## src/rtl/por_pkg.sv

```systemverilog
package por_pkg;
  typedef enum logic [1:0] {
    ST_WAIT_PWR = 2'd0,
    ST_SYS_HOLD = 2'd1,
    ST_RELEASE  = 2'd2,
    ST_DONE     = 2'd3
  } seq_state_t;
endpackage

```

## src/rtl/por_sync.sv

```systemverilog
module por_sync #(
  parameter int WIDTH = 1
) (
  input  logic             clk,
  input  logic             rst_n,
  input  logic [WIDTH-1:0] d_i,
  output logic [WIDTH-1:0] q_o
);
  for (genvar g = 0; g < WIDTH; g++) begin : g_bit
    logic stg1, stg2;
    always_ff @(posedge clk or negedge rst_n) begin
      if (!rst_n) begin
        stg1 <= 1'b0;
        stg2 <= 1'b0;
      end else begin
        stg1 <= d_i[g];
        stg2 <= stg1;
      end
    end
    assign q_o[g] = stg2;
  end
endmodule

```

## src/rtl/por_timer.sv

```systemverilog
module por_timer #(
  parameter int LIMIT = 4
) (
  input  logic clk,
  input  logic rst_n,
  input  logic clr,
  input  logic en,
  output logic hit
);
  localparam int CW = (LIMIT > 1) ? $clog2(LIMIT) : 1;
  logic [CW-1:0] cnt;

  // hit marks the enabled cycle that completes LIMIT counts
  assign hit = en && (cnt == CW'(LIMIT - 1));

  always_ff @(posedge clk or negedge rst_n) begin
    if (!rst_n)      cnt <= '0;
    else if (clr)    cnt <= '0;
    else if (hit)    cnt <= '0;
    else if (en)     cnt <= cnt + CW'(1);
  end
endmodule

```

## src/rtl/por_sequencer.sv

```systemverilog
module por_sequencer
  import por_pkg::*;
#(
  parameter int CYC_PER_MS = 1000,
  parameter int CORE_DLY   = 5
) (
  input  logic       clk,
  input  logic       rst_n,
  input  logic       pwr_stable_i,
  input  logic       clk_align_i,
  input  logic       link_done_i,
  output logic       pwr_good_o,
  output logic       sys_rst_n_o,
  output logic       core_rst_o,
  output logic       bus_rst_n_o,
  output logic       seq_done_o,
  output logic [1:0] state_o
);
  localparam int STABLE_CYC = 2 * CYC_PER_MS + 1;
  localparam int CORE_CYC   = (CORE_DLY < 4) ? 4 : ((CORE_DLY > 6) ? 6 : CORE_DLY);

  logic [2:0] sync_q;
  logic       pwr_s, align_s, link_s;

  por_sync #(.WIDTH(3)) u_sync (
    .clk   (clk),
    .rst_n (rst_n),
    .d_i   ({link_done_i, clk_align_i, pwr_stable_i}),
    .q_o   (sync_q)
  );
  assign pwr_s   = sync_q[0];
  assign align_s = sync_q[1];
  assign link_s  = sync_q[2];

  seq_state_t state;
  logic pg_q, sys_n_q, core_q, bus_n_q, aligned_q, bus_exp_q;
  logic stable_en, ms_en, core_en;
  logic stable_hit, ms_hit, core_hit;
  logic bus_ok, core_fin, bus_fin;

  assign stable_en = pwr_s && (state == ST_WAIT_PWR);
  assign ms_en     = pwr_s && ((state == ST_SYS_HOLD) ||
                               ((state == ST_RELEASE) && !bus_exp_q));
  assign core_en   = pwr_s && (state == ST_RELEASE) && core_q && (aligned_q || align_s);

  por_timer #(.LIMIT(STABLE_CYC)) u_stable_tmr (
    .clk (clk), .rst_n (rst_n), .clr (!pwr_s), .en (stable_en), .hit (stable_hit)
  );

  // one millisecond timer, reused for the system hold and then the bus wait
  por_timer #(.LIMIT(CYC_PER_MS)) u_ms_tmr (
    .clk (clk), .rst_n (rst_n), .clr (!pwr_s), .en (ms_en), .hit (ms_hit)
  );

  por_timer #(.LIMIT(CORE_CYC)) u_core_tmr (
    .clk (clk), .rst_n (rst_n), .clr (!pwr_s), .en (core_en), .hit (core_hit)
  );

  assign bus_ok   = (ms_hit || bus_exp_q) && link_s;
  assign core_fin = !core_q || core_hit;
  assign bus_fin  = bus_n_q || bus_ok;

  always_ff @(posedge clk or negedge rst_n) begin
    if (!rst_n) begin
      state     <= ST_WAIT_PWR;
      pg_q      <= 1'b0;
      sys_n_q   <= 1'b0;
      core_q    <= 1'b1;
      bus_n_q   <= 1'b0;
      aligned_q <= 1'b0;
      bus_exp_q <= 1'b0;
    end else if (!pwr_s) begin
      state     <= ST_WAIT_PWR;
      pg_q      <= 1'b0;
      sys_n_q   <= 1'b0;
      core_q    <= 1'b1;
      bus_n_q   <= 1'b0;
      aligned_q <= 1'b0;
      bus_exp_q <= 1'b0;
    end else begin
      unique case (state)
        ST_WAIT_PWR: begin
          if (stable_hit) begin
            pg_q  <= 1'b1;
            state <= ST_SYS_HOLD;
          end
        end
        ST_SYS_HOLD: begin
          if (ms_hit) begin
            sys_n_q <= 1'b1;
            state   <= ST_RELEASE;
          end
        end
        ST_RELEASE: begin
          if (align_s)  aligned_q <= 1'b1;
          if (ms_hit)   bus_exp_q <= 1'b1;
          if (core_hit) core_q    <= 1'b0;
          if (bus_ok)   bus_n_q   <= 1'b1;
          if (core_fin && bus_fin) state <= ST_DONE;
        end
        ST_DONE: begin
          state <= ST_DONE;
        end
        default: state <= ST_WAIT_PWR;
      endcase
    end
  end

  assign pwr_good_o  = pg_q;
  assign sys_rst_n_o = sys_n_q;
  assign core_rst_o  = core_q;
  assign bus_rst_n_o = bus_n_q;
  assign seq_done_o  = pg_q && sys_n_q && !core_q && bus_n_q;
  assign state_o     = state;
endmodule

```

## config.mk

```make
export PLATFORM = sky130hd
export DESIGN_NAME = por_sequencer
export DESIGN_NICKNAME = d
export VERILOG_FILES = /design/src/rtl/por_pkg.sv /design/src/rtl/por_sync.sv /design/src/rtl/por_timer.sv /design/src/rtl/por_sequencer.sv
export SDC_FILE = /design/constraint.sdc
export NUM_CORES = 1
export LEC_CHECK = 0
export ABC_AREA = 1
export BUFFER_PORTS_ARGS = -buffer_cell sky130_fd_sc_hd__buf_2
export CAP_MARGIN = 40
export CORE_ASPECT_RATIO = 1.1
export CORE_UTILIZATION = 50
export CTS_BUF_LIST = sky130_fd_sc_hd__clkbuf_4 sky130_fd_sc_hd__clkbuf_8
export DETAILED_ROUTE_END_ITERATION = 12
export PLACE_DENSITY = 0.7
export SLEW_MARGIN = 20
export SYNTH_ARGS = -nofsm -noshare
export SYNTH_HDL_FRONTEND = slang
export SYNTH_SLANG_ARGS = --single-unit
```

## constraint.sdc

```tcl
create_clock -name clk -period 3.2 [get_ports clk]
set_clock_uncertainty 0.15 [all_clocks]
set_input_delay 0.16 -clock clk [delete_from_list [all_inputs] [get_ports clk]]
set_output_delay 0.16 -clock clk [all_outputs]
set_load 0.02 [all_outputs]
```

==> tab_implementation.tex, run 1 <==
\begin{tabular}{lr}
\hline
Metric & Value \\
\hline
\multicolumn{2}{l}{\textbf{Outcome}} \\
\quad Run status & completed \\
\multicolumn{2}{l}{\textbf{Power and ir drop}} \\
\quad Max VDD drop & approximately 310 µV \\
\quad Sequential power share & 0.496 \\
\quad Cell Int Power & around 0.0008 W \\
\quad Combinational power share & 0.202 \\
\quad Sw Pwr & $\sim$0.00035 W \\
\quad Clock network fraction of design power & 0.302 \\
\quad PD cells & a little under 500 nW/µm² \\
\quad Leak pwr & 1.02 nW \\
\quad Switching Fraction & 0.307 \\
\multicolumn{2}{l}{\textbf{STA}} \\
\quad Least-Margin Pin Slew & approximately 0.55 ns \\
\quad Final Hold Fails & 0 \\
\quad RSZ-0062 raised after global routing & false \\
\quad Min cycle time layout & between 1.5 and 2 ns \\
\quad Pins Over Slew Limit & 0 \\
\quad Total of endpoints with negative setup slack in the final report & 0 \\
\quad Maximum frequency from static timing analysis & between 0.5 and 0.6 GHz \\
\quad Slew HR & 0.631 \\
\quad Share of the clock period used by the worst path & 0.561 \\
\quad Final total negative setup slack & 0 ns \\
\multicolumn{2}{l}{\textbf{Final layout}} \\
\quad Multi-input logic area & 907 µm² \\
\quad Number of inserted filler cells in the final layout & 340 \\
\quad Layout cell share with drive strength beyond 1 & 0.226 \\
\quad Layout overhead on the synthesized area & 13.2\% \\
\quad Post-layout nets & $\sim$260 \\
\quad Diode insertion count for antenna repair & 0 \\
\quad Util after Layout & 0.605 \\
\quad Storage cell area & 952 µm² \\
\multicolumn{2}{l}{\textbf{Floorplanning}} \\
\quad Y dimension of the die & 68.3 µm \\
\quad Initial Utilization & 0.534 \\
\quad Die Width & a little over 60 µm \\
\quad Area of the die & 4260 µm² \\
\quad I/O pin cnt & 12 \\
\quad Area inside the core boundary & roughly 3700 µm² \\
\quad Number of placement rows & 23 \\
\multicolumn{2}{l}{\textbf{Global routing}} \\
\quad GR Util met3 & 0.0500 \\
\quad Gr usage total & 0.180 \\
\quad Grt total ovfl & 0 \\
\quad Met1 track demand over resource in global routing & 0.226 \\
\quad Vias in the first global route & around 1400 \\
\quad Global routing's busiest layer & met2 \\
\quad Maximum number of pins on one net before global-route repair & 39 \\
\quad Number of antenna violations at the first check in global routing & 0 \\
\quad Global-route wire length before repair & 5870 µm \\
\quad Met2 capacity usage during global routing & 0.298 \\
\multicolumn{2}{l}{\textbf{Routing}} \\
\quad Average via count per standard cell & 4.84 \\
\quad Routed Antenna Nets & 0 \\
\quad DRC & 0 \\
\quad Initial DRT Pass Iterations & 4 \\
\quad Number of vias after detailed routing & about 1500 \\
\quad First DRT Iteration DRCs & 68 \\
\quad Wire length per cell & about 11 µm \\
\quad Post-Route WL & 3300 µm \\
\multicolumn{2}{l}{\textbf{Flow run}} \\
\quad Maximum Capacitance Violations & 0 \\
\multicolumn{2}{l}{\textbf{Clocking}} \\
\quad Clock edge transition at the registers on the reported setup and hold paths & 0.07 ns \\
\quad Post-CTS resize count & 0 \\
\quad TritonCTS buffer count & 5 \\
\quad Clock network latency to the later pin of the worst-skew pair & $\sim$0.28 ns \\
\quad Post-CTS Hold Fix Bufs & 4 \\
\quad H-tree level count & 2 \\
\quad Number of clock sinks & 38 \\
\quad Clock tree from TritonCTS & built \\
\quad Setup repair bufs after CTS & 0 \\
\quad Bufs on Longest Clock Path & 2 \\
\quad Buffer type at the clock tree root & sky130\_fd\_sc\_hd\_\_clkbuf\_8 \\
\multicolumn{2}{l}{\textbf{Synthesis}} \\
\quad Async set or reset register ratio after synthesis & 1.00 \\
\quad Synth warn & 0 \\
\quad Post-synth cell types & 31 \\
\quad Post-Synthesis Cell Area & 2000 µm² \\
\quad Syn Nets & 240 \\
\quad Register bit total from synthesis & 38 \\
\quad Area contributors post-synth & sky130\_fd\_sc\_hd\_\_dfrtp\_1, sky130\_fd\_sc\_hd\_\_nand2\_1, sky130\_fd\_sc\_hd\_\_nor2\_1 \\
\quad Count of mapped cells out of synthesis & 230 \\
\quad Most common cell in the netlist & sky130\_fd\_sc\_hd\_\_nand2\_1 \\
\quad Mean instance size in the synthesized netlist & 8.69 µm² \\
\quad Number of synthesized flops with an enable pin & 0 \\
\quad Top cells by instance count after synthesis & sky130\_fd\_sc\_hd\_\_nand2\_1, sky130\_fd\_sc\_hd\_\_dfrtp\_1, sky130\_fd\_sc\_hd\_\_nor2\_1 \\
\quad Most area-hungry cell type in the Yosys netlist & sky130\_fd\_sc\_hd\_\_dfrtp\_1 \\
\quad Leading register cell type out of synthesis & sky130\_fd\_sc\_hd\_\_dfrtp\_1 \\
\quad Proportion of synthesized chip area in sequential cells & 0.476 \\
\quad Fraction of post-synthesis cell area in the top cell type by area & 0.463 \\
\multicolumn{2}{l}{\textbf{Setup path}} \\
\quad Worst path cell trace & nand3\_1 -> nor2\_2 -> o21ai\_2 -> or2\_4 -> nand4\_1 -> o21ai\_0 \\
\quad Reg-to-reg critical path startpoint & u\_sync.g\_bit[0].stg2 \\
\quad CP Data Required Time & 3.22 ns \\
\quad Arrival time worst endpoint & 1.81 ns \\
\quad CP startpoint kind & register \\
\quad Master of the slowest instance on the critical path & sky130\_fd\_sc\_hd\_\_dfrtp\_1 \\
\quad Top cell family by delay on the critical path & flip-flops \\
\quad Type of the worst setup path & register to register \\
\quad Worst Setup SP & u\_sync.g\_bit[0].stg2 \\
\quad Flop2flop setup slack & 1.41 ns \\
\quad Crit-path max FO & 17 \\
\quad Crit path buf inv count & 0 \\
\quad Peak per-stage delay on the critical path & roughly 0.7 ns \\
\quad Nature of the critical path endpoint & register \\
\multicolumn{2}{l}{\textbf{Hold path}} \\
\quad Hold Crit Class & primary input to async pin \\
\multicolumn{2}{l}{\textbf{Placed design}} \\
\quad Weighted congestion reported at the end of routability-driven placement & slightly above 0.8 \\
\quad IO Port Bufs & 11 \\
\quad Hpwl dp & between 2000 and 2500 µm \\
\hline
\end{tabular}
## worst register-to-register path: stages, from the launching register on
cell                      delay [ns]
sky130_fd_sc_hd__dfrtp_1        0.69
sky130_fd_sc_hd__nand3_1        0.20
sky130_fd_sc_hd__nor2_2         0.16
sky130_fd_sc_hd__o21ai_2        0.09
sky130_fd_sc_hd__or2_4          0.24
sky130_fd_sc_hd__nand4_1        0.06
sky130_fd_sc_hd__o21ai_0        0.09
## cells in the final DEF, fill, tap and decap left out, types with 4 or more instances in the layout
| cell type | instances |
|---|---|
| sky130_fd_sc_hd__o22ai_1 | 7 |
| sky130_fd_sc_hd__dfrtp_1 | 37 |
| sky130_fd_sc_hd__xor2_1 | 8 |
| sky130_fd_sc_hd__inv_2 | 9 |
| sky130_fd_sc_hd__nand3_1 | 10 |
| sky130_fd_sc_hd__clkbuf_8 | 6 |
| sky130_fd_sc_hd__inv_1 | 24 |
| sky130_fd_sc_hd__dlygate4sd3_1 | 4 |
| sky130_fd_sc_hd__buf_2 | 11 |
| sky130_fd_sc_hd__ha_1 | 5 |
| sky130_fd_sc_hd__o21ai_1 | 4 |
| sky130_fd_sc_hd__nor2_1 | 25 |
| sky130_fd_sc_hd__o21ai_0 | 10 |
| sky130_fd_sc_hd__nand2_1 | 43 |
| sky130_fd_sc_hd__nand4_1 | 4 |
| sky130_fd_sc_hd__nand2_2 | 6 |
| sky130_fd_sc_hd__nor2_4 | 4 |
| sky130_fd_sc_hd__a21oi_1 | 7 |
## registers in the layout (all words and copies together), names as in the netlist
| name | count |
|---|---|
| u_ms_tmr.cnt | 10 |
| sys_rst_n_o | 1 |
| bus_rst_n_o | 1 |
| u_sync.g_bit.stg1 | 3 |
| bus_exp_q | 1 |
| u_core_tmr.cnt | 3 |
| pwr_good_o | 1 |
| aligned_q | 1 |
| core_rst_o | 1 |
| u_sync.g_bit.stg2 | 3 |
| u_stable_tmr.cnt | 11 |
| state_o | 2 |
## layout make-up
cell class,instances,area share
repair buffers,16,0.0542
inverters,33,0.0547
clock inverters,1,0.00221
multi-input cells,157,0.401
clock buffers,7,0.0398
well taps,50,0.0276
flip-flops and latches,38,0.421
## cell families (layout without fill, tap and decap cells)
logic type      after synthesis  after routing  synth area share
compound gates               33             33            0.0976
buf+inv                      35             57            0.0701
fa+ha+maj                     5              5            0.0313
simple gates                110            110             0.285
xor+xnor                      9              9            0.0394
flops                        38             38             0.476
## metal layers
| metal | up-vias | share of wire |
|---|---|---|
| met1 | 651 | 0.52 |
| met2 | 18 | 0.43 |
| met5 | - | 0 |
| met3 | 6 | 0.026 |
| met4 | 0 | 0.015 |
| li1 | 787 | - |
## power groups by stage
stage	registers [W]	clock network, W	logic (W)
6_report	0.000557	0.000339	0.000227
5_1_grt	0.000562	0.000366	0.000259
4_1_cts	0.000556	0.000349	0.000224
3_5_place_dp	0.000565	0	0.000219
3_3_place_gp	0.000566	0	0.000218
2_1_floorplan	0.000565	0	0.000163
## final timing paths
check | to | cells after the start
setup / recovery | u_core_tmr.cnt[0] | 6
hold / removal | u_core_tmr.cnt[1] | 2
setup reg to reg | u_core_tmr.cnt[0] | 6
hold reg to reg | u_sync.g_bit[2].stg2 | 0
max in group asynchronous | u_ms_tmr.cnt[6] | 3
min in group clk | u_sync.g_bit[2].stg2 | 0
## through the flow
step | cells | power, W | setup WS, ns | area, µm² | hold slack (ns)
after detailed placement | 289 | 0.000785 | 1.40 | 2100 | 0.120
after global routing | 302 | 0.00119 | 1.23 | 2260 | 0.169
final | 302 | 0.00112 | 1.41 | 2260 | 0.155
after CTS | 301 | 0.00113 | 1.39 | 2240 | 0.204
after global placement | 289 | 0.000784 | 1.40 | 2100 | 0.118
after floorplan | 230 | 0.000729 | 1.68 | 2000 | -0.286
Power figures use the tool's default switching activity.
==> run 2, diff against run 1 <==
==> constraint.sdc (replaced) <==
create_clock -name clk -period 1.8 [get_ports clk]
set_clock_uncertainty 0.15 [all_clocks]
set_input_delay 0.09 -clock clk [delete_from_list [all_inputs] [get_ports clk]]
set_output_delay 0.09 -clock clk [all_outputs]
set_load 0.02 [all_outputs]
==> tab_implementation.tex, run 2 (synthesis gave the netlist of run 1 again) <==
\begin{tabular}{lr}
\hline
Metric & Value \\
\hline
\multicolumn{2}{l}{\textbf{Outcome}} \\
\quad Run status & completed \\
\multicolumn{2}{l}{\textbf{STA}} \\
\quad RSZ-0062 raised after global routing & false \\
\quad Final total negative setup slack & 0 ns \\
\quad Slew HR & 0.691 \\
\quad Pins Over Slew Limit & 0 \\
\quad Min cycle time layout & roughly 1.6 ns \\
\quad Final Hold Fails & 0 \\
\quad Least-Margin Pin Slew & $\sim$0.46 ns \\
\quad Total of endpoints with negative setup slack in the final report & 0 \\
\quad Share of the clock period used by the worst path & 0.908 \\
\quad Maximum frequency from static timing analysis & 0.612 GHz \\
\multicolumn{2}{l}{\textbf{Flow run}} \\
\quad Maximum Capacitance Violations & 0 \\
\multicolumn{2}{l}{\textbf{Floorplanning}} \\
\quad Initial Utilization & 0.534 \\
\quad Number of placement rows & 23 \\
\quad I/O pin cnt & 12 \\
\quad Die Width & slightly above 60 µm \\
\quad Area of the die & approximately 4300 µm² \\
\quad Y dimension of the die & approximately 70 µm \\
\quad Area inside the core boundary & approximately 3700 µm² \\
\multicolumn{2}{l}{\textbf{Power and ir drop}} \\
\quad PD cells & approximately 900 nW/µm² \\
\quad Sw Pwr & roughly 0.00062 W \\
\quad Leak pwr & 1.02 nW \\
\quad Clock network fraction of design power & 0.303 \\
\quad Combinational power share & 0.204 \\
\quad Switching Fraction & 0.309 \\
\quad Cell Int Power & $\sim$0.0014 W \\
\quad Max VDD drop & 559 µV \\
\quad Sequential power share & 0.493 \\
\multicolumn{2}{l}{\textbf{Final layout}} \\
\quad Biggest registers after layout & u\_stable\_tmr.cnt: 11 flops, u\_ms\_tmr.cnt: 10 flops \\
\quad Layout Cell Area excl Fill & about 2300 µm² \\
\quad Commonest cells after routing, fill and taps aside & sky130\_fd\_sc\_hd\_\_nand2\_1, sky130\_fd\_sc\_hd\_\_dfrtp\_1, sky130\_fd\_sc\_hd\_\_nor2\_1, sky130\_fd\_sc\_hd\_\_inv\_1, sky130\_fd\_sc\_hd\_\_buf\_2 \\
\quad Layout overhead on the synthesized area & 13.3\% \\
\quad Storage cell area & 952 µm² \\
\quad Layout cell share with drive strength beyond 1 & 0.239 \\
\quad Flip-flop count of the largest register, all copies and words added & 11 \\
\quad Most common cell after layout, fill and taps aside & sky130\_fd\_sc\_hd\_\_nand2\_1 \\
\quad Number of inserted filler cells in the final layout & roughly 320 \\
\quad Multi-input logic area & $\sim$900 µm² \\
\quad Diode insertion count for antenna repair & 0 \\
\quad Post-layout nets & approximately 260 \\
\quad Register containing the most flip-flops in the final layout & u\_stable\_tmr.cnt \\
\multicolumn{2}{l}{\textbf{Clocking}} \\
\quad Bufs on Longest Clock Path & 2 \\
\quad Clock network latency to the later pin of the worst-skew pair & between 0.2 and 0.3 ns \\
\quad Clock tree from TritonCTS & built \\
\quad TritonCTS buffer count & 5 \\
\quad H-tree level count & 2 \\
\quad Buffer type at the clock tree root & sky130\_fd\_sc\_hd\_\_clkbuf\_8 \\
\quad Clock edge transition at the registers on the reported setup and hold paths & around 0.08 ns \\
\quad Number of clock sinks & 38 \\
\multicolumn{2}{l}{\textbf{Routing}} \\
\quad Wire length per cell & around 12 µm \\
\quad Number of vias after detailed routing & 1517 \\
\quad Initial DRT Pass Iterations & 4 \\
\quad First DRT Iteration DRCs & between 50 and 60 \\
\quad Average via count per standard cell & about 5.0 \\
\quad DRC & 0 \\
\quad Post-Route WL & about 3500 µm \\
\quad Routed Antenna Nets & 0 \\
\multicolumn{2}{l}{\textbf{Global routing}} \\
\quad Grt total ovfl & 0 \\
\quad Maximum number of pins on one net before global-route repair & 39 \\
\quad Number of antenna violations at the first check in global routing & 0 \\
\quad Global-route wire length before repair & between 6000 and 7000 µm \\
\quad Vias in the first global route & 1368 \\
\quad Gr usage total & 0.185 \\
\multicolumn{2}{l}{\textbf{Placed design}} \\
\quad IO Port Bufs & 11 \\
\quad Weighted congestion reported at the end of routability-driven placement & 0.813 \\
\quad Hpwl dp & 2600 µm \\
\quad Area after detailed placement & approximately 2100 µm² \\
\multicolumn{2}{l}{\textbf{Setup path}} \\
\quad Arrival time worst endpoint & roughly 1.7 ns \\
\quad Crit-path max FO & 4 \\
\quad CP startpoint kind & register \\
\quad Nature of the critical path endpoint & register \\
\quad CP Data Required Time & roughly 1.8 ns \\
\quad Type of the worst setup path & register to register \\
\multicolumn{2}{l}{\textbf{Hold path}} \\
\quad Hold Crit Class & register to register \\
\hline
\end{tabular}
run 2: cell count changes in the layout (fill, tap and decap cells not counted), sizes merged:
| cell | before | now |
|---|---|---|
| buf | 12 | 15 |
run 2: routing by layer:
layer	GRT usage	up-vias	share of wire
met2	0.306	22	0.46
met1	0.237	705	0.50
met5	0	-	0
met4	0.0843	0	0.0076
li1	-	788	-
met3	0.0383	2	0.030
run 2: final timing paths:
check | from | end | slack (ns) | cells past startpoint
setup / recovery | u_stable_tmr.cnt[0] | u_stable_tmr.cnt[10] | 0.17 | 7
hold / removal | u_sync.g_bit[2].stg1 | u_sync.g_bit[2].stg2 | 0.20 | 0
setup reg to reg | u_stable_tmr.cnt[0] | u_stable_tmr.cnt[10] | 0.17 | 7
hold reg to reg | u_sync.g_bit[2].stg1 | u_sync.g_bit[2].stg2 | 0.20 | 0
max in group asynchronous | rst_n | core_rst_o | 0.93 | 3
min in group asynchronous | rst_n | aligned_q | 0.23 | 3
run 2: worst max-delay path: stages, from the launching register on:
cell	delay, ns
sky130_fd_sc_hd__dfrtp_1	0.42
sky130_fd_sc_hd__ha_1	0.21
sky130_fd_sc_hd__nand2_1	0.08
sky130_fd_sc_hd__nor2_1	0.17
sky130_fd_sc_hd__nand2_1	0.12
sky130_fd_sc_hd__nor2_1	0.13
sky130_fd_sc_hd__xor2_1	0.16
sky130_fd_sc_hd__o22ai_1	0.08
run 2: timing repair:
| item | CTS | global route |
|---|---|---|
| buffers inserted | 0 | 1 |
| endpoints found under the hold margin | 40 | 0 |
| gates resized for setup | 0 | 1 |
| hold buffers | 4 | 0 |
| setup endpoints to repair | 0 | 1 |
run 2: stage by stage:
step	instances	hold slack (ns)	utilization	setup slack (ns)	power, W
final	305	0.199	0.606	0.165	0.00200
after global routing	305	0.206	0.606	0.0298	0.00212
after CTS	304	0.201	0.604	0.135	0.00203
after detailed placement	292	0.0155	0.568	0.161	0.00140
after global placement	292	0.00892	0.568	0.215	0.00140
after floorplan	230	-0.356	-	0.284	0.00130
run 2: area by class of cell:
type,count,area share
Clock inverter,1,0.00221
Sequential cell,38,0.420
Clock buffer,7,0.0398
Timing Repair Buffer,19,0.0552
Inverter,33,0.0547
Tap cell,50,0.0276
Multi-Input combinational cell,157,0.400
run 2: power groups by stage:
stage	Clock, W	Combinational (W)	Sequential (W)
3_5_place_dp	0	0.000402	0.00100
3_3_place_gp	0	0.000397	0.000999
5_1_grt	0.000661	0.000466	0.000996
2_1_floorplan	0	0.000291	0.00100
4_1_cts	0.000634	0.000409	0.000985
6_report	0.000606	0.000409	0.000986
==> run 3, diff against run 2 <==
--- a/config.mk
+++ b/config.mk
@@ -9,6 +9,7 @@
 export BUFFER_PORTS_ARGS = -buffer_cell sky130_fd_sc_hd__buf_2
 export CAP_MARGIN = 40
 export CORE_ASPECT_RATIO = 1.1
+export CORE_MARGIN = 2
 export CORE_UTILIZATION = 50
 export CTS_BUF_LIST = sky130_fd_sc_hd__clkbuf_4 sky130_fd_sc_hd__clkbuf_8
 export DETAILED_ROUTE_END_ITERATION = 12
==> tab_implementation.tex, run 3 (synthesis gave the netlist of run 1 again) <==
\begin{tabular}{lr}
\hline
Metric & Value \\
\hline
\multicolumn{2}{l}{\textbf{Final layout}} \\
\quad Diode insertion count for antenna repair & 0 \\
\quad Storage cell area & roughly 950 µm² \\
\quad Flip-flop count of the largest register, all copies and words added & 11 \\
\quad Most common cell after layout, fill and taps aside & sky130\_fd\_sc\_hd\_\_nand2\_1 \\
\quad Commonest cells after routing, fill and taps aside & sky130\_fd\_sc\_hd\_\_nand2\_1, sky130\_fd\_sc\_hd\_\_dfrtp\_1, sky130\_fd\_sc\_hd\_\_nor2\_1, sky130\_fd\_sc\_hd\_\_inv\_1, sky130\_fd\_sc\_hd\_\_buf\_2 \\
\quad Layout cell share with drive strength beyond 1 & 0.236 \\
\quad Number of inserted filler cells in the final layout & 342 \\
\quad Layout overhead on the synthesized area & 13.3\% \\
\quad Post-layout nets & roughly 260 \\
\quad Biggest registers after layout & u\_stable\_tmr.cnt: 11 flops, u\_ms\_tmr.cnt: 10 flops \\
\quad Multi-input logic area & a little over 900 µm² \\
\quad Register containing the most flip-flops in the final layout & u\_stable\_tmr.cnt \\
\multicolumn{2}{l}{\textbf{Power and ir drop}} \\
\quad PD cells & 878 nW/µm² \\
\quad Clock network fraction of design power & 0.292 \\
\quad Leak pwr & 1.02 nW \\
\quad Max VDD drop & $\sim$600 µV \\
\quad Cell Int Power & around 0.0013 W \\
\quad Switching Fraction & 0.324 \\
\quad Sw Pwr & between 0.0006 and 0.0007 W \\
\quad Combinational power share & 0.211 \\
\quad Overall power & 0.00199 W \\
\quad Sequential power share & 0.497 \\
\multicolumn{2}{l}{\textbf{Routing}} \\
\quad Highest metal layer with signal wires & met4 \\
\quad Wire length per cell & between 10 and 15 µm \\
\quad Wire length on met2 & 1820 µm \\
\quad Initial DRT Pass Iterations & 4 \\
\quad First DRT Iteration DRCs & 80 \\
\quad Sum of routed wire segments on met1 & approximately 1700 µm \\
\quad Average via count per standard cell & between 4 and 5 \\
\quad Routed wire length on met3 & approximately 130 µm \\
\quad Routed Antenna Nets & 0 \\
\quad DRC & 0 \\
\quad Number of vias after detailed routing & 1521 \\
\quad Post-Route WL & 3670 µm \\
\multicolumn{2}{l}{\textbf{Clocking}} \\
\quad Bufs on Longest Clock Path & 2 \\
\quad H-tree level count & 2 \\
\quad TritonCTS buffer count & 5 \\
\quad Clock edge transition at the registers on the reported setup and hold paths & 0.07 ns \\
\quad Number of clock sinks & 38 \\
\quad Clock network latency to the later pin of the worst-skew pair & about 0.29 ns \\
\quad Buffer type at the clock tree root & sky130\_fd\_sc\_hd\_\_clkbuf\_8 \\
\quad Clock tree from TritonCTS & built \\
\multicolumn{2}{l}{\textbf{Placed design}} \\
\quad IO Port Bufs & 11 \\
\quad Weighted congestion reported at the end of routability-driven placement & roughly 0.8 \\
\quad Hpwl dp & $\sim$2800 µm \\
\multicolumn{2}{l}{\textbf{Floorplanning}} \\
\quad Initial Utilization & 0.512 \\
\quad Die Width & about 64 µm \\
\quad Y dimension of the die & between 70 and 80 µm \\
\quad Area inside the core boundary & 3900 µm² \\
\quad I/O pin cnt & 12 \\
\quad Area of the die & between 4000 and 5000 µm² \\
\quad Number of placement rows & 24 \\
\multicolumn{2}{l}{\textbf{Flow run}} \\
\quad Maximum Capacitance Violations & 0 \\
\multicolumn{2}{l}{\textbf{Global routing}} \\
\quad Maximum number of pins on one net before global-route repair & 21 \\
\quad Gr usage total & 0.189 \\
\quad Vias in the first global route & $\sim$1500 \\
\quad Global-route wire length before repair & approximately 6600 µm \\
\quad Grt total ovfl & 0 \\
\quad Number of antenna violations at the first check in global routing & 0 \\
\multicolumn{2}{l}{\textbf{STA}} \\
\quad Final Hold Fails & 0 \\
\quad Total of endpoints with negative setup slack in the final report & 0 \\
\quad Share of the clock period used by the worst path & 0.899 \\
\quad Maximum frequency from static timing analysis & 0.618 GHz \\
\quad Final total negative setup slack & 0 ns \\
\quad Slew HR & 0.685 \\
\quad Min cycle time layout & 1.62 ns \\
\quad Worst hold slack & between 0.1 and 0.15 ns \\
\quad Least-Margin Pin Slew & around 0.47 ns \\
\quad Pins Over Slew Limit & 0 \\
\quad RSZ-0062 raised after global routing & false \\
\multicolumn{2}{l}{\textbf{Setup path}} \\
\quad Nature of the critical path endpoint & register \\
\quad Length in cells of the worst reg-to-reg path & 12 \\
\quad Arrival time worst endpoint & roughly 1.7 ns \\
\quad CP Data Required Time & about 1.9 ns \\
\quad Type of the worst setup path & register to register \\
\quad Worst Setup SP & u\_stable\_tmr.cnt[0] \\
\quad Endpoint of the lowest-slack register-to-register path & state\_o[0] \\
\quad Reg-to-reg critical path startpoint & u\_stable\_tmr.cnt[0] \\
\quad CP startpoint kind & register \\
\quad Flop2flop setup slack & roughly 0.18 ns \\
\quad Endpoint of the worst setup timing path & state\_o[0] \\
\quad Crit-path max FO & 9 \\
\multicolumn{2}{l}{\textbf{Outcome}} \\
\quad Run status & completed \\
\multicolumn{2}{l}{\textbf{Hold path}} \\
\quad Hold Crit Class & primary input to async pin \\
\hline
\end{tabular}
==> run 3: cell count changes in the layout (fill, tap and decap cells not counted), sizes merged <==
| cell | change |
|---|---|
| buf | -1 |
| clkbuf | -1 |
| clkinv | +1 |
==> run 3: layout make-up <==
cell class,count,area share
clock inverters,2,0.00442
multi-input cells,157,0.401
repair buffers,18,0.0575
well taps,52,0.0287
clock buffers,6,0.0337
flip-flops and latches,38,0.420
inverters,33,0.0547
==> run 3: metrics by stage <==
step	util	instance area [µm²]	setup WS, ns	instances
after global routing	0.580	2260	0.0221	306
after floorplan	-	2000	0.284	230
after detailed placement	0.548	2140	0.165	294
final	0.580	2260	0.182	306
after CTS	0.580	2260	0.147	306
after global placement	0.548	2140	0.219	294
==> run 3: routing by layer <==
layer  track usage  vias up
li1              -      785
met1         0.230      711
met2         0.316       19
met3        0.0548        6
met4        0.0709        0
met5             0        -
==> run 3: power groups by stage <==
| stage | combinational (W) | clock [W] | sequential (W) |
|---|---|---|---|
| 5_1_grt | 0.000484 | 0.000631 | 0.000997 |
| 3_5_place_dp | 0.000415 | 0 | 0.00100 |
| 4_1_cts | 0.000424 | 0.000593 | 0.000986 |
| 6_report | 0.000420 | 0.000580 | 0.000988 |
| 3_3_place_gp | 0.000400 | 0 | 0.000999 |
| 2_1_floorplan | 0.000291 | 0 | 0.00100 |
==> run 3: what timing repair did <==
action,4_1_cts,5_1_grt
hold buffers,4,0
resized for setup,0,1
hold endpoints to repair,41,0
endpoints found under the setup margin,0,1
setup buffers,0,0
==> run 3: how the worst min path moves through the flow <==
stage	startpoint	to	slack, ns
detailed placement	rst_n	u_stable_tmr.cnt[2]	-0.08
global route	rst_n	u_stable_tmr.cnt[10]	0.17
floorplan	rst_n	aligned_q	-0.36
finish	rst_n	pwr_good_o	0.13
CTS	rst_n	pwr_good_o	0.14
global placement	rst_n	u_stable_tmr.cnt[2]	-0.09
==> run 3: worst max-delay path, cell delays in order (launching register included) <==
cell and delay [ns]:
sky130_fd_sc_hd__dfrtp_1 0.43, sky130_fd_sc_hd__inv_2 0.10, sky130_fd_sc_hd__ha_1 0.15, sky130_fd_sc_hd__nand2_1 0.05
sky130_fd_sc_hd__nor2_1 0.13, sky130_fd_sc_hd__nand3_1 0.13, sky130_fd_sc_hd__nand2_4 0.13, sky130_fd_sc_hd__nand2_1 0.06
sky130_fd_sc_hd__inv_1 0.05, sky130_fd_sc_hd__nand2_1 0.04, sky130_fd_sc_hd__inv_1 0.04, sky130_fd_sc_hd__nand3_1 0.06
sky130_fd_sc_hd__nand2_1 0.06
